File: config.mk
export PLATFORM = sky130hd
export DESIGN_NAME = stencil_agen
export DESIGN_NICKNAME = d
export VERILOG_FILES = /design/src/rtl/stencil_pkg.sv /design/src/rtl/stencil_seq.sv /design/src/rtl/stencil_cfg.sv /design/src/rtl/stencil_map.sv /design/src/rtl/stencil_agen.sv
export SDC_FILE = /design/constraint.sdc
export NUM_CORES = 1
export LEC_CHECK = 0
export ABC_AREA = 1
export BUFFER_PORTS_ARGS = -buffer_cell sky130_fd_sc_hd__buf_2
export CORE_ASPECT_RATIO = 1.2
export CORE_MARGIN = 5
export CORE_UTILIZATION = 40
export CTS_CLUSTER_DIAMETER = 60
export CTS_CLUSTER_SIZE = 20
export DETAILED_ROUTE_END_ITERATION = 16
export GPL_TIMING_DRIVEN = 0
export PLACE_DENSITY_LB_ADDON = 0.08
export RECOVER_POWER = 25
export SLEW_MARGIN = 20
export SYNTH_ARGS = -nofsm -noshare
export SYNTH_HDL_FRONTEND = slang
export SYNTH_SLANG_ARGS = --single-unit
File: constraint.sdc
create_clock -name clk_i -period 1.75 [get_ports clk_i]
set_clock_uncertainty 0.1 [all_clocks]
set_input_delay 0.35 -clock clk_i [delete_from_list [all_inputs] [get_ports clk_i]]
set_output_delay 0.35 -clock clk_i [all_outputs]
set_load 0.02 [all_outputs]
File: src/rtl/stencil_pkg.sv
package stencil_pkg;
  localparam int unsigned AW_DEF = 8;
endpackage

File: src/rtl/stencil_seq.sv
module stencil_seq #(
  parameter int unsigned AW = stencil_pkg::AW_DEF
) (
  input  logic          clk_i,
  input  logic          rst_ni,
  input  logic          start_i,
  output logic          load_o,
  output logic          valid_o,
  output logic          done_o,
  output logic [AW-1:0] k_o
);
  localparam logic [AW-1:0] K_LAST = '1;

  logic          active_q;
  logic [AW-1:0] k_q;

  assign load_o = start_i & ~active_q;

  always_ff @(posedge clk_i or negedge rst_ni) begin
    if (!rst_ni) begin
      active_q <= 1'b0;
      k_q      <= '0;
    end else if (load_o) begin
      active_q <= 1'b1;
      k_q      <= '0;
    end else if (active_q) begin
      k_q <= k_q + 1'b1;  // wraps to 0 after the last element
      if (k_q == K_LAST) active_q <= 1'b0;
    end
  end

  assign valid_o = active_q;
  assign done_o  = active_q & (k_q == K_LAST);
  assign k_o     = k_q;
endmodule

File: src/rtl/stencil_cfg.sv
module stencil_cfg #(
  parameter int unsigned AW = stencil_pkg::AW_DEF
) (
  input  logic          clk_i,
  input  logic          rst_ni,
  input  logic          load_i,
  input  logic [AW-1:0] mode_i,
  input  logic [AW-1:0] addr_i,
  output logic [AW-1:0] mode_o,
  output logic [AW-1:0] addr_o
);
  logic [AW-1:0] mode_q, addr_q;

  always_ff @(posedge clk_i or negedge rst_ni) begin
    if (!rst_ni) begin
      mode_q <= '0;
      addr_q <= '0;
    end else if (load_i) begin
      mode_q <= mode_i;
      addr_q <= addr_i;
    end
  end

  assign mode_o = mode_q;
  assign addr_o = addr_q;
endmodule

File: src/rtl/stencil_map.sv
module stencil_map #(
  parameter int unsigned AW = stencil_pkg::AW_DEF
) (
  input  logic [AW-1:0] mode_i,
  input  logic [AW-1:0] addr_i,
  input  logic [AW-1:0] k_i,
  output logic [AW-1:0] word_o,
  output logic [AW-1:0] bit_o
);
  // mode bit high: element index steers the bit address; low: the word address
  for (genvar i = 0; i < AW; i++) begin : g_lane
    assign word_o[i] = mode_i[i] ? addr_i[i] : k_i[i];
    assign bit_o[i]  = mode_i[i] ? k_i[i]    : addr_i[i];
  end
endmodule

File: src/rtl/stencil_agen.sv
module stencil_agen #(
  parameter int unsigned AW = stencil_pkg::AW_DEF
) (
  input  logic          clk_i,
  input  logic          rst_ni,
  input  logic          start_i,
  input  logic [AW-1:0] mode_i,
  input  logic [AW-1:0] addr_i,
  output logic          valid_o,
  output logic [AW-1:0] k_o,
  output logic [AW-1:0] word_o,
  output logic [AW-1:0] bit_o,
  output logic          done_o
);
  logic          load;
  logic [AW-1:0] k, mode_q, addr_q;

  stencil_seq #(.AW(AW)) u_seq (
    .clk_i   (clk_i),
    .rst_ni  (rst_ni),
    .start_i (start_i),
    .load_o  (load),
    .valid_o (valid_o),
    .done_o  (done_o),
    .k_o     (k)
  );

  stencil_cfg #(.AW(AW)) u_cfg (
    .clk_i  (clk_i),
    .rst_ni (rst_ni),
    .load_i (load),
    .mode_i (mode_i),
    .addr_i (addr_i),
    .mode_o (mode_q),
    .addr_o (addr_q)
  );

  stencil_map #(.AW(AW)) u_map (
    .mode_i (mode_q),
    .addr_i (addr_q),
    .k_i    (k),
    .word_o (word_o),
    .bit_o  (bit_o)
  );

  assign k_o = k;
endmodule

# After elaboration in Yosys (flattened, before gate mapping)
# Cells that the tools add are included.
# word_totals
ff_bits,25
input_bits,19
# classes
add_sub_neg,1
n_eq_ne,1
muxes,21
n_bitwise,3
n_reduce_logical,1
# op_table
cell,n
1-bit 2-to-1 mux,19
8-bit 2-to-1 mux,2
8-bit by 1-bit adder with 8-bit output (second input constant),1
8-bit == test (second input constant),1
1-bit AND,2
2-bit nonzero test,1
1-bit NOT,1

# Longest topological paths before layout
# Gate-level depths: netlist (run 1).
# logic_depth
depth_word,4
depth_mapped,7

# Modules after synthesis
# From an unflattened synthesis (run 1), not the netlist that was laid out.
# unflattened
cells_unflattened,184
area_unflattened_um2,1327.5
# by_module_without_submodules
module,n_inst,cells_each,area_per_inst_um2
stencil_cfg,1,68,644.4
stencil_seq,1,60,473.0
stencil_map,1,56,210.2

# Least setup slack after synthesis (run 1)
# OpenSTA, ideal clock, no wires.
# synth_timing
kind,register -> output
from,"register u_seq.k_q[0], in the netlist u_seq.k_o[0]"
to,output port done_o
arrival_time_ns,1.314
path_slack_ns,-0.014
path_stages_with_launch,6
n_path_buf,0
cell_sequence,dfrtp_1 -> ha_1 -> nand2_1 -> nor2_2 -> nand2_1 -> nor2_1
# synth_via
elab_chain_len,2
# synth_lines
item,line_no,source
from (decl),stencil_seq.sv:15,logic [AW-1:0] k_q;
from (signal assigned),stencil_seq.sv:27,k_q <= k_q + 1'b1;
8-bit == test,stencil_seq.sv:33,assign done_o = active_q & (k_q == K_LAST);
1-bit AND,stencil_seq.sv:33,
to (decl),stencil_agen.sv:13,output logic done_o
# No other way between the ends.

# Worst setup path in the final report (run 1)
# layout_timing
from,"register u_seq.k_q[1], in the netlist u_seq.k_o[1]"
to,output port done_o
# The elaborated chain is that of the path after synthesis.

==> impl_metrics.yaml, run 1 <==
power:
  p_sw_w: 0.001153
  p_leak_nw: 0.8924
  switching_share_pct: 45.80
  clkPwrFrac_pct: 10.1
  seqPwrFrac_pct: 37.9
  intPower_w: 0.001364
  p_per_area_nw_per_um2: 1552
  ir_drop_mv: 0.9961
  pwr-share-comb_pct: 52.0
run:
  maxCapViolCount: 0
worst_setup_path:
  path_class: "register to primary output"
  startpoint_type: "register"
  reg2reg_depth: 6
  cp.arrival_ns: 1.39
  required_ns: 1.30
  cp_max_fo: 2
  critPathCaptureType: "primary output"
synth:
  synth_fp_nets: 188
  netlist_top_cells_area: "dfrtp_1, nand2_1, nor2_1, o21ai_0, a21oi_1"
  synth_warnings: 0
  synth_largest_area_cell: "dfrtp_1"
  syn_inst: 168
  syn_avg_cell_area_um2: 7.343
  synth_cell_types: 15
  syn_area_um2: 1234
  ys_ff_latch: 25
  synth_top_cell_area_share_pct: 50.71
  seq_area_frac_synth_pct: 50.71
hold_path:
  hold_path_depth: 3
  hold_path_class: "primary input to register"
sta:
  slew_viol_final: 0
  fmax_mhz: 544.9
  setup_viol: 1
  whs_ns: 0.1199
  period_needed_ns: 1.835
  layout_setup_ws_ns: -0.08513
  hold_viol_final: 0
  fin_crit_sh_pct: 104.9
  slew_headroom_pct: 58.70
  rsz0062_at_grt: "yes"
  worst_slew_pin_slew_ns: 0.6195
global_route:
  antenna_found_initial: 0
  grt_remaining_overflow: 0
  grt_pass1_vias: 1190
  grt_use_total_pct: 15.33
  grt_pass1_wl_um: 5140
  grt_max_degree: 26
die:
  fp.dieH_um: 70.84
  initial_utilization_pct: 40.74
  io_pins: 45
  core_um2: 3028
  rows: 22
  die-area_um2: 4299
  fp.dieW_um: 60.70
layout:
  layout_commonest_cell: "nand2_1"
  syn_to_final_growth_pct: 31.44
  final_nets: 244
  final_cell_mix: "nand2_1, buf_2, dfrtp_1, nor2_1"
  drive_above_1_share_pct: 31.84
  design_area_um2: 1622
  num_antenna_cells: 0
  fillers: 309
clock_tree:
  cts.clk_slew.worst_paths_ns: 0.14
  root_buffer: "clkbuf_4"
  cts_tree: "done"
  clockBufferDepth: 2
  cts.htree.levels: 1
  insertion_delay_ns: 0.31
  cts.sinks: 25
  cts_made_buffers: 3
detailed_routing:
  drt_wl_total_um: 2942
  drtPass1Iterations: 4
  route.detailed.drc: 0
  vias: 1224
  ant_nets: 0
  drt-initial-drc-count: 53
  viasPerCell: 4.726
  routedWlPerCell_um: 11.36
placement:
  place_ws_ns: 0.005185
  post_dp_cell_area_um2: 1501
  hpwl_um: 2158
  gp_congestion: 0.7846
  io_buffers: 44
run_status:
  violations: "negative setup slack"
  outcome: "finished, violations left"
[stage by stage]
stage	util, %	total power (W)	instances	setup TNS [ns]
2_1_floorplan	-	0.001734	168	0
3_3_place_gp	49.59	0.002098	248	0
3_5_place_dp	49.59	0.002134	248	0
4_1_cts	52.02	0.002463	256	-0.1228
5_1_grt	53.55	0.002753	259	-0.1681
6_report	53.55	0.002517	259	-0.08513
[state kept, by name (all words and copies together), names as in the netlist]
name and cells:
u_cfg.mode_o 8, u_seq.valid_o 1, u_seq.k_o 8, u_cfg.addr_o 8
[path summary, 6_finish.rpt]
kind	startpoint	to	slack, ns
worst max register to register	u_seq.k_o[1]	u_seq.k_o[7]	0.42
worst min register to register	u_cfg.addr_o[3]	u_cfg.addr_o[3]	0.42
worst max-delay path	u_seq.k_o[1]	done_o	-0.09
worst min-delay path	addr_i[3]	u_cfg.addr_o[3]	0.12
max in group asynchronous	rst_ni	u_seq.k_o[3]	0.66
min in group asynchronous	rst_ni	u_seq.k_o[2]	0.46
[layer usage]
layer | up-vias | wire length [um] | track usage [%]
met3 | 6 | 183 | 2.190
met2 | 33 | 1455 | 24.61
met4 | 0 | 63 | 6.747
li1 | 630 | - | -
met1 | 555 | 1239 | 20.07
met5 | - | 0 | 0
[power by group through the flow]
stage	clock network [W]	logic, W	registers [W]
6_report	0.000254	0.00131	0.000953
5_1_grt	0.000293	0.00147	0.000989
4_1_cts	0.000265	0.00124	0.000961
3_5_place_dp	0	0.00115	0.000987
3_3_place_gp	0	0.00112	0.000978
2_1_floorplan	0	0.000698	0.00104
[kinds of logic after synthesis]
kind of cell	after synthesis	synth area share, %
buf+inv	15	5.376
simple gates	106	34.08
fa+ha+maj	1	1.014
flops	25	50.71
compound gates	21	8.823
[worst max-delay path: stages, from the launching register on]
cell and delay, ns:
dfrtp_1 0.39, ha_2 0.20, nand2_2 0.07, nor2_4 0.11, nand2_2 0.08, nor2_4 0.11
buf_6 0.12
[cell usage after synthesis]
cell type and n:
a22o_1 1, buf_6 1, nor2_1 16, inv_1 10, a21oi_1 9, o21ai_1 1
buf_2 2, o21ai_0 10, inv_2 2, dfrtp_1 25, nand2_1 81, nor2_2 4
nand3_1 4, ha_1 1, nand2_4 1
[timing repair]
item                                   CTS  global route
setup buffers                            3             4
setup endpoints to repair                2             5
resized for setup                        6            11
endpoints found under the hold margin   25             0
pin swaps                                1             3
hold buffers                             1             0
[area by class of cell]
class / count / area [um^2] / share of cell area [%]
sequential: 25 / 628.1 / 38.73
multi-input combinational: 128 / 565.5 / 34.88
timing repair buffer: 51 / 287.8 / 17.75
inverter: 12 / 47.55 / 2.932
tap: 36 / 45.04 / 2.778
clock buffer: 4 / 26.28 / 1.620
buffer: 3 / 21.27 / 1.312
Power figures use the tool's default switching activity.
==> run 2, diff against run 1 <==
--- a/config.mk
+++ b/config.mk
@@ -20,3 +20,4 @@
 export SYNTH_ARGS = -nofsm -noshare
 export SYNTH_HDL_FRONTEND = slang
 export SYNTH_SLANG_ARGS = --single-unit
+export TNS_END_PERCENT = 20
==> impl_metrics.yaml, run 2 (synthesized netlist as in run 1, its figures left out) <==
clock_tree:
  insertion_delay_ns: 0.31
  clockBufferDepth: 2
  cts.sinks: 25
  cts_made_buffers: 3
  cts.htree.levels: 1
  root_buffer: "clkbuf_4"
  cts_tree: "done"
  cts.clk_slew.worst_paths_ns: 0.14
sta:
  rsz0062_at_grt: "yes"
  worst_slew_pin_slew_ns: 0.6174
  layout_setup_ws_ns: -0.08380
  slew_viol_final: 0
  setup_viol: 1
  fin_crit_sh_pct: 104.8
  hold_viol_final: 0
  whs_ns: 0.1196
  fmax_mhz: 545.3
  setup_tns_ns: -0.08380
  period_needed_ns: 1.834
  slew_headroom_pct: 58.84
placement:
  io_buffers: 44
  gp_congestion: 0.7846
  hpwl_um: 2158
  place_ws_ns: 0.005185
  post_dp_cell_area_um2: 1501
die:
  core_um2: 3028
  die-area_um2: 4299
  initial_utilization_pct: 40.74
  fp.dieH_um: 70.84
  io_pins: 45
  rows: 22
  fp.dieW_um: 60.70
global_route:
  grt_max_degree: 26
  antenna_found_initial: 0
  grt_use_total_pct: 15.33
  grt_pass1_vias: 1190
  grt_pass1_wl_um: 5140
  grt_remaining_overflow: 0
worst_setup_path:
  reg2reg_depth: 7
  r2r-end: "u_seq.k_o[7]"
  startpoint_type: "register"
  path_cells: "ha_2 -> nand2_2 -> nor2_4 -> nand2_2 -> nor2_4 -> buf_6"
  r2r-start: "u_seq.k_o[1]"
  startpoint: "u_seq.k_o[1]"
  slowest_stage: "dfrtp_1"
  critPathCaptureType: "primary output"
  path_class: "register to primary output"
  required_ns: 1.30
  cp_max_fo: 2
  r2r_slack_ns: 0.36
  cp-endpoint: "done_o"
  cp.arrival_ns: 1.38
  slowest_delay_ns: 0.39
layout:
  num_antenna_cells: 0
  layout_commonest_cell: "nand2_1"
  final_nets: 243
  design_area_um2: 1620
  fin_util_pct: 53.51
  final_cell_mix: "nand2_1, buf_2, dfrtp_1, nor2_1"
  syn_to_final_growth_pct: 31.34
  drive_above_1_share_pct: 31.53
detailed_routing:
  route.detailed.drc: 0
  vias: 1223
  routedWlPerCell_um: 11.37
  ant_nets: 0
  drtPass1Iterations: 4
  viasPerCell: 4.740
  drt-initial-drc-count: 52
  drt_wl_total_um: 2934
power:
  p_per_area_nw_per_um2: 1555
  p_leak_nw: 0.8895
  ir_drop_mv: 0.9921
run_status:
  outcome: "finished, violations left"
  violations: "negative setup slack"
hold_path:
  hold_path_class: "primary input to register"
  hold_path_depth: 3
run:
  maxCapViolCount: 0
==> run 2: what timing repair did <==
| action | CTS | global route |
|---|---|---|
| pin swaps | 1 | 3 |
| setup buffers | 3 | 2 |
| endpoints found under the hold margin | 25 | 0 |
| cloned | 0 | 0 |
| endpoints found under the setup margin | 2 | 5 |
| hold buffers | 1 | 0 |
| resized for setup | 6 | 14 |
==> run 2: final cells by class <==
cell class / instances / area [um^2]
fillers: 307 / 1408
well taps: 36 / 45.04
flip-flops and latches: 25 / 628.1
clock buffers: 4 / 26.28
plain buffers: 3 / 21.27
repair buffers: 50 / 286.5
multi-input cells: 128 / 565.5
inverters: 12 / 47.55
==> run 2: worst min path at each step <==
stage	from	to	slack, ns
3_5_place_dp	rst_ni	u_seq.k_o[0]	0.28
5_1_grt	addr_i[4]	u_cfg.addr_o[4]	0.11
2_1_floorplan	rst_ni	u_cfg.addr_o[0]	-0.05
6_report	addr_i[3]	u_cfg.addr_o[3]	0.12
3_3_place_gp	rst_ni	u_seq.k_o[0]	0.28
4_1_cts	mode_i[3]	u_cfg.mode_o[3]	0.11
==> run 2: per-stage QoR <==
step | instances | total power [W]
final | 258 | 0.002520
after global routing | 258 | 0.002757
after floorplan | 168 | 0.001734
after global placement | 248 | 0.002098
after CTS | 256 | 0.002463
after detailed placement | 248 | 0.002134
==> run 2: layer usage <==
metal | vias up | routed length [um] | GRT usage [%]
li1 | 630 | - | -
met2 | 37 | 1444 | 24.61
met3 | 6 | 200 | 2.190
met4 | 0 | 63 | 6.747
met1 | 550 | 1226 | 20.07
met5 | - | 0 | 0
==> run 2: where the power goes <==
part / internal, W / switching (W) / leakage, nW
combinational: 0.000506 / 0.000798 / 0.565
clock: 0.0000889 / 0.000165 / 0.0150
sequential: 0.000773 / 0.000189 / 0.309
total: 0.00137 / 0.00115 / 0.890
==> run 2: worst max-delay path: cells and delay by family (launching register included) <==
family | cells | cell delay (ns)
buffers and inverters | 1 | 0.12
adder cells (fa/ha/maj) | 1 | 0.20
AND/OR/NAND/NOR | 4 | 0.37
flip-flops | 1 | 0.39
